==> src/rtl/addr_rec_pkg.sv <==
package addr_rec_pkg;

    localparam int ADDR_W = 5;
    localparam int BYTE_W = 8;
    localparam int CMD_W  = 7;
    localparam logic [CMD_W-1:0] CMD_UNLISTEN = 7'h3F;
    localparam logic [CMD_W-1:0] CMD_UNTALK   = 7'h5F;
    localparam logic [1:0] GRP_LISTEN = 2'b01;
    localparam logic [1:0] GRP_TALK   = 2'b10;
    localparam logic [1:0] GRP_SEC    = 2'b11;
    localparam logic [BYTE_W-1:0] AUX_ACCEPT = 8'h0F;
    localparam logic [BYTE_W-1:0] AUX_REJECT = 8'h07;

    typedef enum logic [1:0] {
        MODE_NONE = 2'd0,
        MODE_PRI  = 2'd1,
        MODE_EXT  = 2'd2,
        MODE_VER  = 2'd3
    } amode_e;

    typedef enum logic [2:0] {
        K_OTHER, K_UNL, K_UNT, K_LSN, K_TLK, K_SEC
    } kind_e;

    typedef struct packed {
        logic              dis_talk;
        logic              dis_lsn;
        logic [ADDR_W-1:0] addr;
    } areg_t;

    typedef struct packed {
        amode_e mode;
        logic   ton;
        logic   lon;
    } mreg_t;

    typedef struct packed {
        kind_e kind;
        logic  hit0;
        logic  hit1;
        logic  sec_hit;
    } dec_t;

    typedef struct packed {
        logic la;
        logic ta;
        logic lpas;
        logic tpas;
        logic minor;
        logic cpt_pend;
    } ast_t;

    function automatic kind_e classify(input logic [CMD_W-1:0] c);
        if (c == CMD_UNLISTEN)                   return K_UNL;
        if (c == CMD_UNTALK)                     return K_UNT;
        if (c[CMD_W-1 -: 2] == GRP_LISTEN)       return K_LSN;
        if (c[CMD_W-1 -: 2] == GRP_TALK)         return K_TLK;
        if (c[CMD_W-1 -: 2] == GRP_SEC)          return K_SEC;
        return K_OTHER;
    endfunction

    function automatic logic prim_hit(input kind_e k, input areg_t r,
                                      input logic [ADDR_W-1:0] a);
        if (a != r.addr)  return 1'b0;
        if (k == K_LSN)   return !r.dis_lsn;
        if (k == K_TLK)   return !r.dis_talk;
        return 1'b0;
    endfunction

endpackage

==> src/rtl/ar_cfg_regs.sv <==
module ar_cfg_regs
    import addr_rec_pkg::*;
(
    input  logic              clk,
    input  logic              rst,
    input  logic              mode_wr,
    input  logic [1:0]        mode_sel,
    input  logic              mode_ton,
    input  logic              mode_lon,
    input  logic              addr_wr,
    input  logic              addr_sel,
    input  logic              addr_dt,
    input  logic              addr_dl,
    input  logic [ADDR_W-1:0] addr_val,
    output mreg_t             mreg,
    output areg_t             areg [2]
);

    localparam areg_t AREG_RST = '{dis_talk: 1'b1, dis_lsn: 1'b1, addr: '0};

    always_ff @(posedge clk) begin
        if (rst) begin
            mreg <= '{mode: MODE_NONE, ton: 1'b0, lon: 1'b0};
        end else if (mode_wr) begin
            mreg <= '{mode: amode_e'(mode_sel), ton: mode_ton, lon: mode_lon};
        end
    end

    for (genvar gi = 0; gi < 2; gi++) begin : g_areg
        always_ff @(posedge clk) begin
            if (rst) begin
                areg[gi] <= AREG_RST;
            end else if (addr_wr && (addr_sel == 1'(gi))) begin
                areg[gi] <= '{dis_talk: addr_dt, dis_lsn: addr_dl, addr: addr_val};
            end
        end
    end

endmodule

==> src/rtl/ar_cmd_decode.sv <==
module ar_cmd_decode
    import addr_rec_pkg::*;
(
    input  logic [BYTE_W-1:0] cmd_data,
    input  areg_t             areg [2],
    output dec_t              dec
);

    logic [CMD_W-1:0]  c7;
    logic [ADDR_W-1:0] low;
    kind_e             k;

    always_comb begin
        c7          = cmd_data[CMD_W-1:0];
        low         = c7[ADDR_W-1:0];
        k           = classify(c7);
        dec.kind    = k;
        dec.hit0    = prim_hit(k, areg[0], low);
        dec.hit1    = prim_hit(k, areg[1], low);
        dec.sec_hit = (k == K_SEC) && (low == areg[1].addr);
    end

endmodule

==> src/rtl/ar_state.sv <==
module ar_state
    import addr_rec_pkg::*;
(
    input  logic              clk,
    input  logic              rst,
    input  logic              take,
    input  logic [BYTE_W-1:0] cmd_data,
    input  dec_t              dec,
    input  amode_e            mode,
    input  logic              mode_wr,
    input  logic              aux_wr,
    input  logic [BYTE_W-1:0] aux_code,
    output ast_t              st,
    output logic [BYTE_W-1:0] cpt_q
);

    logic prim_any;
    logic pend_any;

    always_comb begin
        prim_any = dec.hit0 || dec.hit1;
        pend_any = st.lpas || st.tpas;
    end

    always_ff @(posedge clk) begin
        if (rst) begin
            st    <= '0;
            cpt_q <= '0;
        end else if (mode_wr) begin
            st <= '0;
        end else if (st.cpt_pend) begin
            if (aux_wr && aux_code == AUX_ACCEPT) begin
                st.la       <= st.la || st.lpas;
                st.ta       <= st.ta || st.tpas;
                st.lpas     <= 1'b0;
                st.tpas     <= 1'b0;
                st.cpt_pend <= 1'b0;
            end else if (aux_wr && aux_code == AUX_REJECT) begin
                st.lpas     <= 1'b0;
                st.tpas     <= 1'b0;
                st.cpt_pend <= 1'b0;
            end
        end else if (take) begin
            unique case (dec.kind)
                K_UNL: begin
                    st.la   <= 1'b0;
                    st.lpas <= 1'b0;
                    st.tpas <= 1'b0;
                end
                K_UNT: begin
                    st.ta   <= 1'b0;
                    st.lpas <= 1'b0;
                    st.tpas <= 1'b0;
                end
                K_LSN: begin
                    st.lpas <= 1'b0;
                    st.tpas <= 1'b0;
                    if (mode == MODE_PRI && prim_any) begin
                        st.la    <= 1'b1;
                        st.ta    <= 1'b0;
                        st.minor <= !dec.hit0;
                    end else if ((mode == MODE_EXT && dec.hit0) ||
                                 (mode == MODE_VER && prim_any)) begin
                        st.lpas  <= 1'b1;
                        st.ta    <= 1'b0;
                        st.minor <= (mode == MODE_VER) && !dec.hit0;
                    end
                end
                K_TLK: begin
                    st.lpas <= 1'b0;
                    st.tpas <= 1'b0;
                    if (mode == MODE_PRI && prim_any) begin
                        st.ta    <= 1'b1;
                        st.minor <= !dec.hit0;
                    end else if ((mode == MODE_EXT && dec.hit0) ||
                                 (mode == MODE_VER && prim_any)) begin
                        st.tpas  <= 1'b1;
                        st.minor <= (mode == MODE_VER) && !dec.hit0;
                    end
                end
                K_SEC: begin
                    if (mode == MODE_EXT && pend_any) begin
                        if (dec.sec_hit) begin
                            st.la <= st.la || st.lpas;
                            st.ta <= st.ta || st.tpas;
                        end
                        st.lpas <= 1'b0;
                        st.tpas <= 1'b0;
                    end else if (mode == MODE_VER && pend_any) begin
                        cpt_q       <= cmd_data;
                        st.cpt_pend <= 1'b1;
                    end
                end
                default: begin
                    st.lpas <= 1'b0;
                    st.tpas <= 1'b0;
                end
            endcase
        end
    end

    // a single primary pending state at a time
    a_r7_one_pending: assert property (@(posedge clk) disable iff (rst)
        $onehot0({st.lpas, st.tpas}));

    // the pass-through wait exists only in verified-secondary mode
    a_r9_irq_mode3: assert property (@(posedge clk) disable iff (rst)
        st.cpt_pend |-> (mode == MODE_VER));

    // unlisten taken outside a pass-through wait drops the listener
    a_r6_unl_clears: assert property (@(posedge clk) disable iff (rst)
        (take && dec.kind == K_UNL && !st.cpt_pend && !mode_wr) |=> !st.la);

    // mode write clears every address state
    a_r12_mode_clear: assert property (@(posedge clk) disable iff (rst)
        mode_wr |=> (st == '0));

    // state frozen while waiting without a response
    a_r10_hold_wait: assert property (@(posedge clk) disable iff (rst)
        (st.cpt_pend && !aux_wr && !mode_wr) |=> $stable(st));

endmodule

==> src/rtl/addr_recognizer.sv <==
module addr_recognizer
    import addr_rec_pkg::*;
(
    input  logic              clk,
    input  logic              rst,
    input  logic              atn,
    input  logic              cmd_valid,
    input  logic [7:0]        cmd_data,
    input  logic              eoi_in,
    input  logic              mode_wr,
    input  logic [1:0]        mode_sel,
    input  logic              mode_ton,
    input  logic              mode_lon,
    input  logic              addr_wr,
    input  logic              addr_sel,
    input  logic              addr_dt,
    input  logic              addr_dl,
    input  logic [4:0]        addr_val,
    input  logic              aux_wr,
    input  logic [7:0]        aux_code,
    output logic              talk_addressed,
    output logic              listen_addressed,
    output logic [7:0]        status,
    output logic [7:0]        cpt_data,
    output logic              cpt_irq
);

    mreg_t mreg;
    areg_t areg [2];
    dec_t  dec;
    ast_t  st;
    logic  eoi_q;
    logic  take;

    assign take = atn && cmd_valid;

    ar_cfg_regs u_cfg (
        .clk      (clk),
        .rst      (rst),
        .mode_wr  (mode_wr),
        .mode_sel (mode_sel),
        .mode_ton (mode_ton),
        .mode_lon (mode_lon),
        .addr_wr  (addr_wr),
        .addr_sel (addr_sel),
        .addr_dt  (addr_dt),
        .addr_dl  (addr_dl),
        .addr_val (addr_val),
        .mreg     (mreg),
        .areg     (areg)
    );

    ar_cmd_decode u_dec (
        .cmd_data (cmd_data),
        .areg     (areg),
        .dec      (dec)
    );

    ar_state u_st (
        .clk      (clk),
        .rst      (rst),
        .take     (take),
        .cmd_data (cmd_data),
        .dec      (dec),
        .mode     (mreg.mode),
        .mode_wr  (mode_wr),
        .aux_wr   (aux_wr),
        .aux_code (aux_code),
        .st       (st),
        .cpt_q    (cpt_data)
    );

    always_ff @(posedge clk) begin
        if (rst) eoi_q <= 1'b0;
        else     eoi_q <= eoi_in;
    end

    always_comb begin
        talk_addressed   = st.ta || mreg.ton;
        listen_addressed = st.la || mreg.lon;
        cpt_irq          = st.cpt_pend;
        status = {mreg.ton, mreg.lon, eoi_q, st.lpas, st.tpas, st.la, st.ta, st.minor};
    end

    // talk-only always presents the device as talker
    a_r2_ton_talk: assert property (@(posedge clk) disable iff (rst)
        mreg.ton |-> talk_addressed);

endmodule

==> config.mk <==
export PLATFORM = sky130hd
export DESIGN_NAME = addr_recognizer
export DESIGN_NICKNAME = d
export VERILOG_FILES = /design/src/rtl/addr_rec_pkg.sv /design/src/rtl/ar_cfg_regs.sv /design/src/rtl/ar_cmd_decode.sv /design/src/rtl/ar_state.sv /design/src/rtl/addr_recognizer.sv
export SDC_FILE = /design/constraint.sdc
export NUM_CORES = 1
export LEC_CHECK = 0
export BUFFER_PORTS_ARGS = -buffer_cell sky130_fd_sc_hd__buf_4
export CAP_MARGIN = 20
export CORE_MARGIN = 3
export CORE_UTILIZATION = 45
export CTS_CLUSTER_DIAMETER = 80
export DETAILED_ROUTE_END_ITERATION = 10
export GPL_TIMING_DRIVEN = 0
export HOLD_SLACK_MARGIN = 0.05
export PLACE_DENSITY = 0.74
export SLEW_MARGIN = 20
export SYNTH_ARGS = -nofsm -noshare
export SYNTH_HDL_FRONTEND = slang
export SYNTH_SLANG_ARGS = --single-unit
==> constraint.sdc <==
create_clock -name clk -period 1.8 [get_ports clk]
set_input_delay 0.09 -clock clk [delete_from_list [all_inputs] [get_ports clk]]
set_output_delay 0.09 -clock clk [all_outputs]
set_load 0.02 [all_outputs]
## After elaboration in Yosys (flattened, before gate mapping)

Cells that the tools add are included.

- Output and inout port bits: 19
- Word-level logic and storage cells: 155
- Input bits: 36
- Memory bits (writable): 0
- Latch bits: 0
- Memories: 0
- Memory bits (read-only): 0
- Register bits after elaboration: 33

- Shifts and indexed selects: 0
- Reduce and logical (&&, ||, !) cells: 34
- Muxes and demuxes: 73
- Add/subtract/negate cells: 0
- Magnitude comparators: 0
- Equal/unequal tests: 27
- $mul: 0
- Bitwise logic cells: 4
- Divide/modulo/power cells: 0

Operator list:

| cell | count |
|---|---|
| two-way mux 1 bit | 50 |
| two-way mux 3 bit | 10 |
| inequality test 3 x 1 -> 1 bit, second input constant | 5 |
| logical AND 1 bit | 12 |
| two-way mux 2 bit | 6 |
| AND reduction 6 bit | 2 |
| inequality test 5 bit | 2 |
| == test 2 bit, second input constant | 4 |
| == test 8 x 3 -> 1 bit, second input constant | 1 |
| == test 8 x 4 -> 1 bit, second input constant | 1 |
| two-way mux 4 bit | 2 |
| == test 7 x 6 -> 1 bit, second input constant | 1 |
| == test 7 bit, second input constant | 1 |
| logical OR 1 bit | 7 |
| AND reduction 7 bit | 1 |
| == test 3 x 2 -> 1 bit, second input constant | 2 |
| == test 3 bit, second input constant | 2 |
| two-way mux 6 bit | 1 |
| one-hot mux 2 bit (3 select lines) | 1 |
| == test 5 bit | 1 |
| logical NOT 1 bit | 5 |
| AND reduction 5 bit | 1 |
| nonzero test 5 bit | 1 |
| == test 2 x 1 -> 1 bit, second input constant | 2 |
| 13 further kinds | 17 |

## Logic depth before layout (Yosys ltp)

- Word-level depth: 33
- Depth in mapped cells: 6
- Gate-level depth less buffers: 6

## Modules after synthesis

A second synthesis with hierarchy kept.

- Cell total of the unflattened synthesis: 197
- Area, all modules: 1793.0 µm²

By module, submodules not included:

| module | instances | area each (µm²) | cells an instance | sequential area each (µm²) |
|---|---|---|---|---|
| ar_state | 1 | 805.8 | 92 | 280.3 |
| ar_cfg_regs | 1 | 734.5 | 70 | 360.3 |
| ar_cmd_decode | 1 | 200.2 | 29 | 0.0 |
| addr_recognizer | 1 | 52.6 | 6 | 20.0 |

## Least setup slack after synthesis

No wires, ideal clock.

- Path type: flip-flop to flip-flop
- From: register, netlist name u_st.st[2]
- To: register, netlist name u_st.st[4]
- Stages on the path, launching flop included: 7
- Path buffers: 0
- Clock period less this slack: 1.771 ns
- Setup time: 0.072 ns
- Data required time: 1.728 ns
- Path slack: 0.029 ns
- Data arrival time: 1.699 ns
- Path through: dfxtp_1 > nor2_1 > o31a_1 > o22a_1 > or3_1 > a211oi_2 > mux2i_1

- Longest elaborated chain between the ends: 6
- Elaborated cells between the ends (all ways): 11
- Classes of those cells: 1 x eq/ne; 6 x mux; 4 x reduce/logical

RTL lines:

| item | RTL line | source |
|---|---|---|
| logical OR 1 bit | ar_state.sv:34, ar_state.sv:85 |  |
| two-way mux 2 bit | ar_state.sv:83 | `if (dec.sec_hit) begin` |
| two-way mux 4 bit | ar_state.sv:82 | `if (mode == MODE_EXT && pend_any) begin` |
| one-hot mux 1 bit (4 select lines) | ar_state.sv:44 | `unique case (dec.kind)` |
| two-way mux 6 bit | ar_state.sv:43 | `end else if (take) begin` |
| two-way mux 4 bit | ar_state.sv:31 | `end else if (st.cpt_pend) begin` |

Several ways; a longest one is shown, not always the timed one. The select of a mux whose other input is x is not followed.
A chain may end at the register's enable or synchronous reset.

## Worst setup path after layout

- From: register, netlist name u_cfg.areg[1]
- To: register, netlist name u_st.st[4]

- Longest elaborated chain between the ends: 9
- Elaborated cells between the ends (all ways): 17
- Classes of those cells: 5 x eq/ne; 6 x mux; 6 x reduce/logical

RTL lines:

| item | RTL line | source |
|---|---|---|
| inequality test 5 bit | addr_rec_pkg.sv:64 | `if (a != r.addr) return 1'b0;` |
| two-way mux 1 bit | addr_rec_pkg.sv:64 |  |
| two-way mux 1 bit | addr_rec_pkg.sv:65 | `if (k == K_LSN) return !r.dis_lsn;` |
| logical OR 1 bit | ar_state.sv:21 | `prim_any = dec.hit0 \|\| dec.hit1;` |
| logical AND 1 bit | ar_state.sv:58, ar_state.sv:72 |  |
| two-way mux 1 bit | ar_state.sv:58 | `if (mode == MODE_PRI && prim_any) begin` |
| one-hot mux 1 bit (4 select lines) | ar_state.sv:44 |  |
| two-way mux 6 bit | ar_state.sv:43 |  |
| two-way mux 4 bit | ar_state.sv:31 |  |

Several ways; a longest one is shown, not always the timed one. The select of a mux whose other input is x is not followed.

==> impl_metrics.env <==
export IMPL_setup_viol=1
export IMPL_die_w_um=66.95
export IMPL_p_per_area_nw_per_um2=682.6
export IMPL_fin_ws_ns=-0.01532
export IMPL_syn_num_nets=234
export IMPL_met2_usage_pct=29.21
export IMPL_clockBufferDepth=2
export IMPL_cp_slowest_cell="or3_4"
export IMPL_yosysTopAreaCell="dfxtp_1"
export IMPL_crit_start="u_cfg.areg[1]"
export IMPL_power_total_mw=1.568
export IMPL_vias=1573
export IMPL_whs_endpoint="u_cfg.mreg[2]"
export IMPL_drt_iter0_drc=86
export IMPL_die_height_um=66.95
export IMPL_r2r_setup_slack_ns=-0.02
export IMPL_post_route_drc_count=0
export IMPL_status="finished, violations left"
export IMPL_ant_nets=0
export IMPL_busiest_layer="met2"
export IMPL_internal_power_mw=1.183
export IMPL_finalCritPeriodShare_pct=100.9
export IMPL_whs_ns=0.04724
export IMPL_min_path_type="input pin to flip-flop"
export IMPL_yosys_warnings=0
export IMPL_crit_path_end_kind="flip-flop"
export IMPL_cts_root_buf="clkbuf_8"
export IMPL_reg2reg_from="u_cfg.areg[1]"
export IMPL_fin_skew_ns=0.002507
export IMPL_antenna_cells=0
export IMPL_crit_chain="xor2_2 > or3_4 > nor4_4 > o211ai_2 > a211oi_2 > mux2i_1"
export IMPL_cts_sinks=33
export IMPL_grt_pass1_wl_um=6258
export IMPL_fin_crit_ns=1.815
export IMPL_grt_util_met1_pct=23.54
export IMPL_hpwl_um=2938
export IMPL_start_util_pct=48.20
export IMPL_timing_worst_slew_pin_value_ns=0.4983
export IMPL_cts_made_buffers=5
export IMPL_avgViaCountPerCell=5.107
export IMPL_syn_area_um2=1672
export IMPL_synth_area_leaders="dfxtp_1 (40%), nand2_1 (6.7%), mux2i_1 (6.6%)"
export IMPL_cp_buffers_inverters=0
export IMPL_synth_seq_cells=33
export IMPL_met3_usage_pct=4.216
export IMPL_hold_violations=0
export IMPL_fillers=319
export IMPL_core_area_um2=3468
export IMPL_clk_latency_ns=0.28
export IMPL_final_layout_size_suffix_gt1_share_pct=32.06
export IMPL_swShare_pct=24.57
export IMPL_synth_area_per_cell_um2=8.442
export IMPL_cp_required_ns=2.01
export IMPL_drt_wl_total_um=3900
export IMPL_area_growth_pct=37.42
export IMPL_syn_inst=198
export IMPL_violations="negative setup slack"
export IMPL_rows=21
export IMPL_gp_routability_congestion=0.8961
export IMPL_leakage_nw=0.9285
export IMPL_grt_max_degree=11
export IMPL_drv_slew=0
export IMPL_slew_headroom_pct=66.78
export IMPL_pwr_share_comb_pct=15.6
export IMPL_cts_tree="yes"
export IMPL_first_pass_iters=4
export IMPL_grt_overflow=0
export IMPL_wl_per_cell_um=12.66
export IMPL_ios=55
export IMPL_start_kind="flip-flop"
export IMPL_grt_pass1_vias=1420
export IMPL_clk_transition_reported_paths_ns=0.06
export IMPL_timing_worst_setup_path_type="flip-flop to flip-flop"
export IMPL_reg2reg_depth=6
export IMPL_sequentialPowerShare_pct=49.3
export IMPL_p_sw_mw=0.3853
export IMPL_synth_cell_types=41
export IMPL_critPathMaxFanout=3
export IMPL_die_area_um2=4482
export IMPL_synth_seq_area_share_pct=39.52
export IMPL_crit_family="simple AND/OR/NAND/NOR gates"
export IMPL_synth_top_area_share_pct=39.52
export IMPL_grt_usage_pct=18.44
export IMPL_htree_num_levels=2
export IMPL_fmax_ghz=0.5509
export IMPL_grt_setup_unrepaired="yes"
export IMPL_max_vdd_ir_drop_mv=0.5701
export IMPL_port_buffers=51
export IMPL_cp_data_arrival_time_ns=2.03
export IMPL_antenna_found_initial=0
export IMPL_power_share_clock_pct=35.2
export IMPL_drv_cap=0
export IMPL_worstHoldPathCells=3
export IMPL_worstHoldStart="mode_sel[0]"
export IMPL_reg2reg_to="u_st.st[4]"
export IMPL_fin_nets=298
export IMPL_slowest_delay_ns=0.41
==> power by group through the flow <==
| stage | combinational [mW] | sequential, mW | clock, mW |
|---|---|---|---|
| 2_1_floorplan | 0.136 | 0.781 | 0 |
| 3_3_place_gp | 0.233 | 0.784 | 0 |
| 5_1_grt | 0.269 | 0.776 | 0.594 |
| 3_5_place_dp | 0.235 | 0.784 | 0 |
| 4_1_cts | 0.242 | 0.772 | 0.569 |
| 6_report | 0.244 | 0.772 | 0.551 |
==> worst reg2reg max path: cells and delay by family, from the launching register on <==
kind / cells / cell delay [ns]
AO/OA/AOI/OAI: 2 / 0.37
XOR/XNOR: 1 / 0.17
flip-flops: 1 / 0.33
multiplexers: 1 / 0.20
AND/OR/NAND/NOR: 2 / 0.68
==> cells by family (layout without fill, tap and decap cells) <==
logic type | Yosys count | count (layout) | share of synthesized area, %
simple gates | 92 | 92 | 28.74
buf+inv | 13 | 77 | 3.743
flops | 33 | 33 | 39.52
xor+xnor | 10 | 10 | 5.239
mux | 11 | 11 | 6.587
compound gates | 39 | 39 | 16.17
==> cell type report <==
class	instances	area, um2	area share, %
tap	46	57.56	2.505
sequential	33	666.9	29.03
inverter	2	7.507	0.3268
clock buffer	7	86.33	3.758
multi-input combinational	152	978.4	42.59
timing repair buffer	58	450.4	19.61
buffer	10	50.05	2.179
==> through the flow <==
step	cells	instance area (um2)	TNS, ns	util, %	setup slack, ns
after floorplan	198	1672	0	-	0.02889
after global placement	295	2112	-0.07713	60.89	-0.07248
after detailed placement	295	2112	-0.1051	60.89	-0.07973
after CTS	308	2262	0	65.22	0.008171
after global routing	308	2297	-0.2819	66.23	-0.1173
final	308	2297	-0.01532	66.23	-0.01532
==> metal layers <==
metal	share of wire (%)	wire length [um]
met4	1.6	63
met5	0	0
met1	45	1765
met3	7.0	273
met2	46	1799
==> cells in the mapped netlist <==
cell       number
xor2_1          5
a2111oi_2       1
nor4b_1         1
or3_4           1
buf_2           2
o31a_1          2
o211ai_2        1
o31ai_1         1
a21o_2          1
a21oi_1        16
a211oi_1        1
nor2_1         22
nor3_1          2
nand4_1         4
xnor2_1         5
o21ai_0         4
nor4_1          1
buf_4           3
a211o_1         2
nor2_2          1
mux2i_1        11
dfxtp_1        33
and2_1          2
o32ai_1         2
or2_2           5
nand2b_1        3
clkbuf_1        6
or3_1           1
inv_1           2
a211oi_2        1
a31oi_1         3
nor4_4          2
o22a_2          1
o22a_1          2
o21a_1          1
and3_1          2
nand2_1        30
nor2_4          1
nor2b_1         4
nand3b_1        3
nand3_1         7
==> sequential cells by signal (all words and copies together) (netlist names) <==
signal	cells
u_cfg.areg	14
u_st.cpt_q	8
eoi_q	1
u_cfg.mreg	4
u_st.st	6
==> worst max-delay path by stage <==
stage / to / slack, ns / depth (start not counted)
after floorplan: u_st.st[4] / 0.03 / 6
after global placement: u_st.st[4] / -0.07 / 6
after detailed placement: u_st.st[4] / -0.08 / 6
after CTS: u_st.st[4] / 0.008 / 6
after global routing: u_st.st[4] / -0.12 / 6
final: u_st.st[4] / -0.02 / 6
==> placed cells by master (no fill, tap or decap), types with 3 or more instances in the layout <==
master         count
xnor2_1            5
a21oi_1           15
dlygate4sd3_1      6
a31oi_1            3
nor2b_1            4
clkbuf_8           6
nand3_1            7
xor2_1             4
nand4_1            4
dfxtp_1           30
clkbuf_1           7
nand2_1           30
or2_2              5
o21ai_0            3
nor2_1            21
nand3b_1           3
buf_4             55
mux2i_1           11
nand2b_1           3
==> timing repair <==
item                                    CTS  global route
resized for setup                         1            10
pin swaps                                 1             7
hold buffers                              6             0
endpoints found under the setup margin    2            11
buffers inserted                          1             0
endpoints found under the hold margin     6             0
Power figures use the tool's default switching activity.
